## src/rtl/rtc_pkg.sv

```systemverilog
package rtc_pkg;
    localparam int ALARMS = 2;
    localparam int AW     = 5;

    typedef enum logic [1:0] {
        ST_HALT,
        ST_NOMINAL,
        ST_STRETCH,
        ST_SHRINK
    } sec_state_e;

    typedef struct packed {
        logic rate_1hz;
        logic per_en;
        logic al_en;
    } irq_cfg_t;

    localparam logic [AW-1:0] A_STATUS = 5'h00;
    localparam logic [AW-1:0] A_CFG0   = 5'h04;
    localparam logic [AW-1:0] A_TIME   = 5'h0C;
    localparam logic [AW-1:0] A_CMP0   = 5'h10;
    localparam logic [AW-1:0] A_CORR   = 5'h18;
    localparam logic [AW-1:0] A_TEST   = 5'h1C;

    localparam logic [15:0] CORR_RESET = 16'h2000;
    localparam logic [7:0]  TEST_RESET = 8'hA5;
endpackage

```

## src/rtl/rtc_regs.sv

```systemverilog
module rtc_regs
    import rtc_pkg::*;
(
    input  logic                       clk,
    input  logic                       rst_n,
    input  logic                       bus_wr,
    input  logic [AW-1:0]              bus_addr,
    input  logic [31:0]                bus_wdata,
    input  logic [31:0]                time_q,
    input  logic [ALARMS-1:0]          status_q,
    output irq_cfg_t [ALARMS-1:0]      cfg_q,
    output logic [ALARMS-1:0][31:0]    cmp_q,
    output logic [15:0]                corr_q,
    output logic [7:0]                 test_q,
    output logic                       time_wr,
    output logic                       corr_wr,
    output logic [ALARMS-1:0]          stat_clr,
    output logic [31:0]                bus_rdata
);
    logic test_wr;

    assign time_wr = bus_wr && (bus_addr == A_TIME);
    assign corr_wr = bus_wr && (bus_addr == A_CORR);
    assign test_wr = bus_wr && (bus_addr == A_TEST);
    assign stat_clr = (bus_wr && (bus_addr == A_STATUS)) ? bus_wdata[ALARMS-1:0]
                                                         : '0;

    for (genvar i = 0; i < ALARMS; i++) begin : g_chan
        localparam logic [AW-1:0] CFG_A = A_CFG0 + AW'(4 * i);
        localparam logic [AW-1:0] CMP_A = A_CMP0 + AW'(4 * i);

        always_ff @(posedge clk) begin
            if (!rst_n) begin
                cfg_q[i] <= '0;
                cmp_q[i] <= '0;
            end else if (bus_wr) begin
                if (bus_addr == CFG_A) cfg_q[i] <= irq_cfg_t'(bus_wdata[2:0]);
                if (bus_addr == CMP_A) cmp_q[i] <= bus_wdata;
            end
        end
    end

    always_ff @(posedge clk) begin
        if (!rst_n) begin
            corr_q <= CORR_RESET;
            test_q <= TEST_RESET;
        end else begin
            if (corr_wr) corr_q <= bus_wdata[15:0];
            if (test_wr) test_q <= bus_wdata[7:0];
        end
    end

    always_comb begin
        bus_rdata = '0;
        if (bus_addr == A_STATUS) bus_rdata = 32'(status_q);
        if (bus_addr == A_TIME)   bus_rdata = time_q;
        if (bus_addr == A_CORR)   bus_rdata = 32'(corr_q);
        if (bus_addr == A_TEST)   bus_rdata = 32'(test_q);
        for (int i = 0; i < ALARMS; i++) begin
            if (bus_addr == A_CFG0 + AW'(4 * i)) bus_rdata = 32'(cfg_q[i]);
            if (bus_addr == A_CMP0 + AW'(4 * i)) bus_rdata = cmp_q[i];
        end
    end
endmodule

```

## src/rtl/rtc_sec_fsm.sv

```systemverilog
module rtc_sec_fsm
    import rtc_pkg::*;
#(
    parameter int TICKS_PER_SEC = 32768,
    parameter int FINE_PPB      = 954,
    parameter int COARSE_PPB    = 3815
) (
    input  logic        clk,
    input  logic        rst_n,
    input  logic        osc_tick,
    input  logic        run,
    input  logic        restart,
    input  logic        corr_clr,
    input  logic [15:0] corr,
    output logic        sec_evt,
    output logic        half_evt,
    output logic        counting
);
    localparam int CNT_W = $clog2(TICKS_PER_SEC + 1);
    localparam int HALF  = TICKS_PER_SEC / 2;
    localparam logic signed [31:0] THR = 32'(1_000_000_000 / TICKS_PER_SEC);

    sec_state_e state_q, state_d, verdict;
    logic [CNT_W-1:0] cnt_q, last_idx;
    logic signed [31:0] acc_q, acc_sum, acc_left, delta, off_ext, step;
    logic sign_b, pat_ok, end_hit;

    // correction decode: offset times selected step, zero on a bad pattern
    always_comb begin
        sign_b  = corr[7];
        pat_ok  = (corr[14:8] == {1'b0, ~sign_b, {5{sign_b}}});
        off_ext = 32'(signed'(corr[7:0]));
        step    = corr[15] ? 32'(COARSE_PPB) : 32'(FINE_PPB);
        delta   = pat_ok ? off_ext * step : '0;
        acc_sum = acc_q + delta;
        if (acc_sum >= THR) begin
            verdict  = ST_STRETCH;
            acc_left = acc_sum - THR;
        end else if (acc_sum <= -THR) begin
            verdict  = ST_SHRINK;
            acc_left = acc_sum + THR;
        end else begin
            verdict  = ST_NOMINAL;
            acc_left = acc_sum;
        end
    end

    // output process
    always_comb begin
        unique case (state_q)
            ST_HALT:    last_idx = '0;
            ST_NOMINAL: last_idx = CNT_W'(TICKS_PER_SEC - 1);
            ST_STRETCH: last_idx = CNT_W'(TICKS_PER_SEC);
            ST_SHRINK:  last_idx = CNT_W'(TICKS_PER_SEC - 2);
        endcase
        counting = (state_q != ST_HALT);
        end_hit  = counting && osc_tick && (cnt_q == last_idx);
        sec_evt  = end_hit && run && !restart;
        half_evt = counting && osc_tick && (cnt_q == CNT_W'(HALF - 1))
                   && run && !restart;
    end

    // next-state logic
    always_comb begin
        state_d = state_q;
        unique case (state_q)
            ST_HALT:                            if (run) state_d = ST_NOMINAL;
            ST_NOMINAL, ST_STRETCH, ST_SHRINK:  if (end_hit) state_d = verdict;
        endcase
        if (!run)         state_d = ST_HALT;
        else if (restart) state_d = ST_NOMINAL;
    end

    // state register
    always_ff @(posedge clk) begin
        if (!rst_n) state_q <= ST_HALT;
        else        state_q <= state_d;
    end

    // tick counter and error accumulator
    always_ff @(posedge clk) begin
        if (!rst_n) begin
            cnt_q <= '0;
            acc_q <= '0;
        end else begin
            if (!run || restart || !counting) cnt_q <= '0;
            else if (osc_tick)                cnt_q <= end_hit ? '0 : cnt_q + 1'b1;

            if (!run || restart || !counting || corr_clr) acc_q <= '0;
            else if (end_hit)                             acc_q <= acc_left;
        end
    end
endmodule

```

## src/rtl/rtc_alarm_unit.sv

```systemverilog
module rtc_alarm_unit
    import rtc_pkg::*;
(
    input  logic        clk,
    input  logic        rst_n,
    input  logic        sec_evt,
    input  logic        half_evt,
    input  logic [31:0] time_next,
    input  logic [31:0] cmp,
    input  irq_cfg_t    cfg,
    input  logic        clr,
    output logic        status,
    output logic        irq_req
);
    logic hit_alarm, hit_period, set;

    always_comb begin
        hit_alarm  = cfg.al_en && sec_evt && (time_next == cmp);
        hit_period = cfg.per_en && (sec_evt || (half_evt && !cfg.rate_1hz));
        set        = hit_alarm || hit_period;
    end

    always_ff @(posedge clk) begin
        if (!rst_n)   status <= 1'b0;
        else if (set) status <= 1'b1;
        else if (clr) status <= 1'b0;
    end

    assign irq_req = status && (cfg.al_en || cfg.per_en);
endmodule

```

## src/rtl/rtc_core.sv

```systemverilog
module rtc_core
    import rtc_pkg::*;
#(
    parameter int TICKS_PER_SEC = 32768,
    parameter int FINE_PPB      = 954,
    parameter int COARSE_PPB    = 3815
) (
    input  logic          clk,
    input  logic          rst_n,
    input  logic          osc_tick,
    input  logic          bus_wr,
    input  logic [AW-1:0] bus_addr,
    input  logic [31:0]   bus_wdata,
    output logic [31:0]   bus_rdata,
    output logic          irq
);
    irq_cfg_t [ALARMS-1:0]   cfg_q;
    logic [ALARMS-1:0][31:0] cmp_q;
    logic [15:0]             corr_q;
    logic [7:0]              test_q;
    logic [31:0]             time_q, time_next;
    logic [ALARMS-1:0]       status_q, stat_clr, irq_req;
    logic time_wr, corr_wr, sec_evt, half_evt, counting, run;

    assign run       = (test_q == 8'h00);
    assign time_next = time_q + 32'd1;

    rtc_regs u_regs (
        .clk(clk), .rst_n(rst_n), .bus_wr(bus_wr), .bus_addr(bus_addr),
        .bus_wdata(bus_wdata), .time_q(time_q), .status_q(status_q),
        .cfg_q(cfg_q), .cmp_q(cmp_q), .corr_q(corr_q), .test_q(test_q),
        .time_wr(time_wr), .corr_wr(corr_wr), .stat_clr(stat_clr),
        .bus_rdata(bus_rdata)
    );

    rtc_sec_fsm #(
        .TICKS_PER_SEC(TICKS_PER_SEC), .FINE_PPB(FINE_PPB), .COARSE_PPB(COARSE_PPB)
    ) u_sec (
        .clk(clk), .rst_n(rst_n), .osc_tick(osc_tick), .run(run),
        .restart(time_wr), .corr_clr(corr_wr), .corr(corr_q),
        .sec_evt(sec_evt), .half_evt(half_evt), .counting(counting)
    );

    for (genvar i = 0; i < ALARMS; i++) begin : g_alarm
        rtc_alarm_unit u_al (
            .clk(clk), .rst_n(rst_n), .sec_evt(sec_evt), .half_evt(half_evt),
            .time_next(time_next), .cmp(cmp_q[i]), .cfg(cfg_q[i]),
            .clr(stat_clr[i]), .status(status_q[i]), .irq_req(irq_req[i])
        );
    end

    always_ff @(posedge clk) begin
        if (!rst_n)       time_q <= '0;
        else if (time_wr) time_q <= bus_wdata;
        else if (sec_evt) time_q <= time_next;
    end

    assign irq = |irq_req;
endmodule

```

## config.mk

```make
export PLATFORM = sky130hd
export DESIGN_NAME = rtc_core
export DESIGN_NICKNAME = d
export VERILOG_FILES = /design/src/rtl/rtc_pkg.sv /design/src/rtl/rtc_regs.sv /design/src/rtl/rtc_sec_fsm.sv /design/src/rtl/rtc_alarm_unit.sv /design/src/rtl/rtc_core.sv
export SDC_FILE = /design/constraint.sdc
export NUM_CORES = 1
export LEC_CHECK = 0
export BUFFER_PORTS_ARGS = -buffer_cell sky130_fd_sc_hd__buf_2
export CORE_ASPECT_RATIO = 0.7
export CORE_MARGIN = 5
export CORE_UTILIZATION = 50
export CTS_BUF_LIST = sky130_fd_sc_hd__clkbuf_8
export DETAILED_ROUTE_END_ITERATION = 10
export PLACE_DENSITY = 0.72
export SLEW_MARGIN = 10
export SYNTH_ARGS = -nofsm -noshare
export SYNTH_HDL_FRONTEND = slang
export SYNTH_SLANG_ARGS = --single-unit
```

## constraint.sdc

```tcl
create_clock -name clk -period 10.6 [get_ports clk]
set_input_delay 2.12 -clock clk [delete_from_list [all_inputs] [get_ports clk]]
set_output_delay 2.12 -clock clk [all_outputs]
set_load 0.05 [all_outputs]
```

==> flow_summary_export.csv, run 1 <==
group,metric,value,unit
outcome,outcome,"complete, no violations",
global_routing,antenna_found_initial,2,
sta,max-slew-margin-rel,0.194,
cells_and_area,multi_input_area,0.0109,sq mm
detailed_routing,remaining_drc_errors,0,
critical_path,cp_max_fo,16,
detailed_routing,wl,45700,um
global_routing,gr-usage-all-layers,0.264,
sta,min_period,9.77,ns
sta,grt_setup_unrepaired,"false",
cells_and_area,layout.nets,2160,
global_routing,grt_start_max_net_pins,87,
critical_path,cpMostUsedCell,"inv_1",
floorplanning,die_x,219,um
critical_path,crit_path_start_kind,"flop",
cts,cts.sinks,178,
cells_and_area,drive_above_1_share,0.0803,
critical_path,path_class,"flop to flop",
critical_path,end_kind,"flop",
detailed_routing,drtIter0Drc,1726,
critical_path,cp.required,10.95,ns
cts,cts_setup_buffers,0,
yosys,yosysSeqAreaShare,0.233,
sta,drv_slew,0,
cts,cts_root_buf,"clkbuf_8",
cells_and_area,ff_latch_area,0.00357,sq mm
sta,tightestPinTransition,1.21,ns
floorplanning,pin_count,74,
pwr,power_density,79.5,mW/mm^2
critical_path,slowest_delay,0.53,ns
worst_hold_path,holdPathStages,2,
pwr,comb_power_share,0.108,
sta,hold_viol_final,0,
floorplanning,die_h,156,um
cts,cts_tree,"yes",
cts,cts_buffers,17,
pwr,p_int,0.912,mW
place,portBuffers,73,
global_routing,grt_overflow,0,
cells_and_area,fillerInstances,2844,
cts,htree_levels,4,
yosys,synth_area_leader_cell,"dfxtp_1",
detailed_routing,drt-vias-per-instance,5.96,
critical_path,reg2reg_depth,37,
cts,hold_buffers,0,
sta,period_share,0.922,
yosys,ys_ff_latch,178,
worst_hold_path,hold_path.class,"flop to flop",
floorplanning,core_area,0.0300,sq mm
pwr,seq_power_share,0.525,
global_routing,grt_pass1_wl,72800,um
pwr,p_leak,6.55,nW
detailed_routing,ant_nets,0,
yosys,async_flop_share,0,
global_routing,grt_pass1_vias,13400,
cts,clockBufferDepth,2,
pwr,ir_drop,82.1,uV
critical_path,crit_slowest_cell,"fa_1",
yosys,synth_area_leaders,"dfxtp_1, nand2_1, fa_1",
cts,clk_latency,0.50,ns
yosys,synthDistinctLibCells,91,
detailed_routing,first_pass_iters,6,
detailed_routing,dr_total_vias,14400,
yosys,syn-instance-count,1989,
floorplanning,die_area,0.0342,sq mm
critical_path,arrival,10.12,ns
yosys,synth_area,0.0153,sq mm
sta,tns,0,ns
yosys,yosys_warnings,0,
sta,max_freq,102,MHz
yosys,synth_top_area_frac,0.233,
cts,clk_pin_slew,0.10,ns
pwr,total_power,1.29,mW
floorplanning,start_util,0.508,
place,routabilityCongestion,0.942,
floorplanning,num_rows,53,
place,dp_hpwl,34500,um
pwr,switchingPower,0.380,mW
cells_and_area,area_growth_syn_to_layout,6.33,%
detailed_routing,avgRoutedWirePerCell,18.9,um
cts,cts_resized,0,
job,drv_cap,0,
pwr,clock_power_share,0.367,
yosys,synth_edf_count,0,
pwr,switching_share,0.294,
sta,finalSetupViolCount,0,
sta,finalClockSkew,0.0178,ns
yosys,synth_ff_type,"dfxtp_1",
yosys,syn_avg_cell_area,7.68,sq um
==> cells in the mapped netlist (6+ instances only) <==
master	n
xor2_1	85
inv_1	115
xnor2_1	110
a221oi_1	12
fa_1	53
nor2b_1	23
dfxtp_1	178
ha_1	75
a21oi_1	76
a22o_1	7
or3_1	7
clkbuf_1	90
nor3_1	44
and3_1	27
a211oi_1	10
o211a_1	16
nand4_1	24
a21o_1	12
a21boi_0	93
nor2_1	143
o211ai_1	10
o21a_1	6
nor4b_1	8
nand2b_1	11
o21bai_1	7
nand3_1	73
mux2i_1	26
nor4_1	21
o21ai_0	88
buf_2	13
nor3b_1	8
a22oi_1	23
a31oi_1	14
nand2_1	347
and2_1	24
==> power groups by stage <==
stage / logic, mW / registers, mW / clock network, mW
2_1_floorplan: 0.0966 / 0.691 / 0
3_3_place_gp: 0.135 / 0.693 / 0
3_5_place_dp: 0.136 / 0.693 / 0
4_1_cts: 0.137 / 0.677 / 0.477
5_1_grt: 0.152 / 0.678 / 0.505
6_report: 0.140 / 0.678 / 0.474
==> worst max-delay path: cells and delay by family, from the launching register on <==
kind,cells,cell delay [ns]
compound gates,14,2.77
xor+xnor,3,0.52
fa+ha+maj,6,2.76
buf+inv,5,0.39
flops,1,0.47
mux,1,0.33
simple gates,8,2.36
==> cells in the final DEF, fill, tap and decap left out, drive strengths merged, types with 8 or more instances in the layout <==
cell    Yosys  routed
nand2     347     347
and2       24      24
a31oi      15      15
inv       116     123
and3       27      27
nand4      24      24
a21oi      79      79
nand2b     11      11
fa         53      53
a221oi     12      12
nor2b      23      23
nor3b       8       8
nor3       44      44
nor2      144     144
buf        18      90
o211a      16      16
a211oi     13      13
xor2       86      86
a22oi      23      23
a21boi     94      94
dfxtp     178     178
or3         8       8
nor4b       8       8
xnor2     110     110
mux2i      26      26
o21ai      93      93
ha         75      75
nor4       22      22
o211ai     11      11
nand3      73      73
a21o       12      12
clkbuf     90      17
==> state kept, by name, indices dropped and copies added (netlist names) <==
| register | count |
|---|---|
| time_q | 32 |
| u_sec.cnt_q | 16 |
| u_regs.corr_q | 16 |
| u_regs.cmp_q | 64 |
| g_alarm.u_al.status | 2 |
| u_sec.acc_q | 32 |
| u_regs.cfg_q | 6 |
| u_sec.state_q | 2 |
| u_regs.test_q | 8 |
==> routing by layer <==
metal	share of wire	track usage
met2	0.40	0.364
met5	0.00028	0
met1	0.47	0.413
met3	0.11	0.0594
met4	0.020	0.0637
==> cell type report <==
class / count / share of cell area
Clock buffer: 17 / 0.0144
Timing Repair Buffer: 90 / 0.0305
Antenna cell: 1 / 0.000154
Sequential cell: 178 / 0.220
Inverter: 116 / 0.0268
Clock inverter: 15 / 0.00817
Tap cell: 412 / 0.0317
Multi-Input combinational cell: 1588 / 0.669
==> per-stage QoR <==
step	setup WS [ns]	hold WS, ns	area [sq um]	utilization	instances
floorplan	1.91	0.430	15300	-	1990
global placement	0.938	0.440	15900	0.528	2384
detailed placement	0.813	0.446	15900	0.528	2384
CTS	0.759	0.461	16200	0.540	2416
global route	0.0817	0.488	16200	0.541	2417
finish	0.827	0.460	16200	0.541	2417
==> cells by family (layout without fill, tap and decap cells) <==
group | after synthesis | after routing | share of synthesized area
compound gates | 436 | 436 | 0.202
fa+ha+maj | 128 | 128 | 0.131
xor+xnor | 197 | 197 | 0.114
mux | 28 | 28 | 0.0185
other cells | 2 | 4 | 0.000492
buf+inv | 224 | 238 | 0.0564
flops | 178 | 178 | 0.233
simple gates | 796 | 796 | 0.244
==> path summary, 6_finish.rpt <==
kind | from | endpoint | slack, ns
worst max register to register | u_regs.corr_q[7] | u_sec.acc_q[29] | 0.83
worst min register to register | u_sec.acc_q[3] | u_sec.acc_q[3] | 0.46
worst max-delay path | u_regs.corr_q[7] | u_sec.acc_q[29] | 0.83
worst min-delay path | u_sec.acc_q[3] | u_sec.acc_q[3] | 0.46
Note: power is estimated with default switching activity, not from simulation.
==> run 2: changes to the inputs <==
ABC_AREA = 1   (was unset)
==> run 2 against run 1 <==
Die area grew 2.6%; final cell count increased by 17%; critical path depth grew 13; critical path type unchanged; critical endpoint is now u_sec.acc_q[15].
==> flow_summary_export.csv, run 2 <==
group,metric,value,unit
outcome,outcome,"complete, no violations",
global_routing,grt_pass1_wl,79800,um
yosys,synth-compound-area-share,0.196,
yosys,syn_avg_cell_area,6.64,sq um
sta,drv_slew,0,
cells_and_area,area_growth_syn_to_layout,6.97,%
sta,tns,0,ns
sta,min_period,9.48,ns
cells_and_area,layout.nets,2560,
place,portBuffers,73,
detailed_routing,remaining_drc_errors,0,
sta,finalClockSkew,0.0294,ns
pwr,ir_drop,89.5,uV
cells_and_area,drive_above_1_share,0.0936,
yosys,yosysSeqAreaShare,0.227,
yosys,yosys_warnings,0,
yosys,synthXorXnorAreaFrac,0.0602,
job,drv_cap,0,
critical_path,cp.required,11.01,ns
yosys,synth_top_family_by_area,"simple AND/OR/NAND/NOR gates",
cells_and_area,fillerInstances,3086,
critical_path,cp_max_fo,22,
yosys,synth_area_leader_cell,"dfxtp_1",
cells_and_area,ff_latch_area,0.00356,sq mm
cts,clockBufferDepth,2,
cells_and_area,regMostFlops,"u_regs.cmp_q",
cells_and_area,multi_input_area,0.0103,sq mm
yosys,synthDistinctLibCells,69,
critical_path,crit_path_start_kind,"flop",
cts,htree_levels,4,
floorplanning,start_util,0.505,
yosys,yosys.area_share.simple,0.273,
cells_and_area,final_cell_mix,"nand2_1, inv_1, nor2_1",
yosys,synth_top_area_frac,0.227,
critical_path,slowest_delay,0.81,ns
sta,period_share,0.895,
cells_and_area,fin_area,0.0168,sq mm
floorplanning,core_area,0.0311,sq mm
cts,clk_latency,0.51,ns
yosys,yosys-top-cells-count,"nand2_1, inv_1, nor2_1",
global_routing,grt_pass1_vias,14400,
yosys,ys_ff_latch,178,
pwr,p_leak,7.65,nW
cts,cts_resized,0,
sta,setup_ws,1.12,ns
place,dp_hpwl,39700,um
place,routabilityCongestion,0.981,
cts,cts_tree,"yes",
sta,finalSetupViolCount,0,
yosys,synth_edf_count,0,
yosys,synth_ff_type,"dfxtp_1",
sta,tightestPinTransition,1.09,ns
floorplanning,num_rows,54,
pwr,power_density,82.1,mW/mm^2
cells_and_area,largest_register_ffs,64,
sta,hold_viol_final,0,
yosys,synthMuxAreaShare,0,
cts,cts_setup_buffers,0,
global_routing,grt_overflow,0,
global_routing,antenna_found_initial,2,
cells_and_area,final_common_cell,"nand2_1",
worst_hold_path,holdPathStages,2,
detailed_routing,drtIter0Drc,1911,
worst_hold_path,hold_path.class,"flop to flop",
detailed_routing,first_pass_iters,5,
cts,hold_buffers,0,
floorplanning,pin_count,74,
global_routing,grt_start_max_net_pins,69,
yosys,synth_area,0.0157,sq mm
sta,grt_setup_unrepaired,"false",
critical_path,arrival,9.89,ns
yosys,async_flop_share,0,
critical_path,reg2reg_depth,50,
yosys,syn-instance-count,2362,
detailed_routing,dr_total_vias,16200,
detailed_routing,drt-vias-per-instance,5.75,
critical_path,end_kind,"flop",
yosys,synth_fa_ha_area_frac,0.127,
cts,cts_root_buf,"clkbuf_8",
cts,cts_buffers,17,
detailed_routing,wl,50900,um
yosys,synth_area_leaders,"dfxtp_1, nand2_1, inv_1",
place,place_area,0.0164,sq mm
place,pre_cts_ws,1.31,ns
cts,clk_pin_slew,0.11,ns
sta,max_freq,105,MHz
sta,max-slew-margin-rel,0.268,
critical_path,cpMostUsedCell,"nand2_1",
floorplanning,die_area,0.0351,sq mm
cells_and_area,reg_top3,"u_regs.cmp_q x64, time_q x32, u_sec.acc_q x32",
critical_path,path_class,"flop to flop",
floorplanning,die_x,222,um
yosys,yosysMostFrequentCell,"nand2_1",
detailed_routing,avgRoutedWirePerCell,18.0,um
global_routing,gr-usage-all-layers,0.283,
cts,cts.sinks,178,
detailed_routing,ant_nets,0,
floorplanning,die_h,158,um
critical_path,crit_slowest_cell,"dfxtp_1",
==> run 2: changes by cell type after synthesis, sizes merged, moves of 78 or more <==
cell	before	now
nor2	144	253
a21oi	79	183
a21boi	94	4
nand2	347	462
xnor2	110	32
inv	116	389
==> run 2: layout make-up <==
type | count | share of cell area
diodes | 1 | 0.000149
clock buffers | 17 | 0.0139
clock inverters | 15 | 0.0102
inverters | 395 | 0.0884
multi-input cells | 1712 | 0.616
flip-flops and latches | 178 | 0.212
well taps | 420 | 0.0313
repair buffers | 87 | 0.0280
==> run 2: stage by stage <==
step,std cells,util,power [mW],hold slack (ns)
global placement,2792,0.527,0.884,0.469
finish,2825,0.540,1.38,0.488
CTS,2824,0.540,1.38,0.489
global route,2824,0.540,1.43,0.509
floorplan,2363,-,0.831,0.449
detailed placement,2792,0.527,0.886,0.474
==> run 2: critical path, delay by kind of cell, from the launching register on <==
| kind | cells | cell delay, ns |
|---|---|---|
| xor+xnor | 1 | 0.23 |
| simple gates | 18 | 2.20 |
| fa+ha+maj | 6 | 2.69 |
| flops | 1 | 0.81 |
| compound gates | 15 | 2.27 |
| buf+inv | 10 | 1.18 |
==> run 2: report_power, final <==
part	internal [mW]	switching [mW]	total, mW	leakage (nW)
Combinational	0.0566	0.140	0.197	6.01
Sequential	0.674	0.00574	0.680	1.44
Clock	0.198	0.304	0.501	0.200
Total	0.928	0.450	1.38	7.65
==> run 2: path summary, 6_finish.rpt <==
kind / end / start / slack, ns
hold / removal: u_regs.cmp_q[48] / u_regs.cmp_q[48] / 0.49
setup reg to reg: u_sec.acc_q[15] / u_regs.corr_q[7] / 1.12
setup / recovery: u_sec.acc_q[15] / u_regs.corr_q[7] / 1.12
hold reg to reg: u_regs.cmp_q[48] / u_regs.cmp_q[48] / 0.49
==> run 2: metal layers <==
metal  vias up  global-route usage  part of all wire
met5         -                   0           0.00026
met1      7547               0.453              0.48
met3        48              0.0903              0.13
met4         2              0.0490             0.011
li1       7823                   -                 -
met2       815               0.366              0.37
==> run 2: cell families (layout without fill, tap and decap cells) <==
group                      Yosys count  count (layout)
xor gates and xnor gates            98              98
other                                2               4
AOI/OAI and AO/OA                  518             518
and+or+nand+nor                    965             965
DFF                                178             178
buffers and inverters              473             514
adders and majority gates          128             128
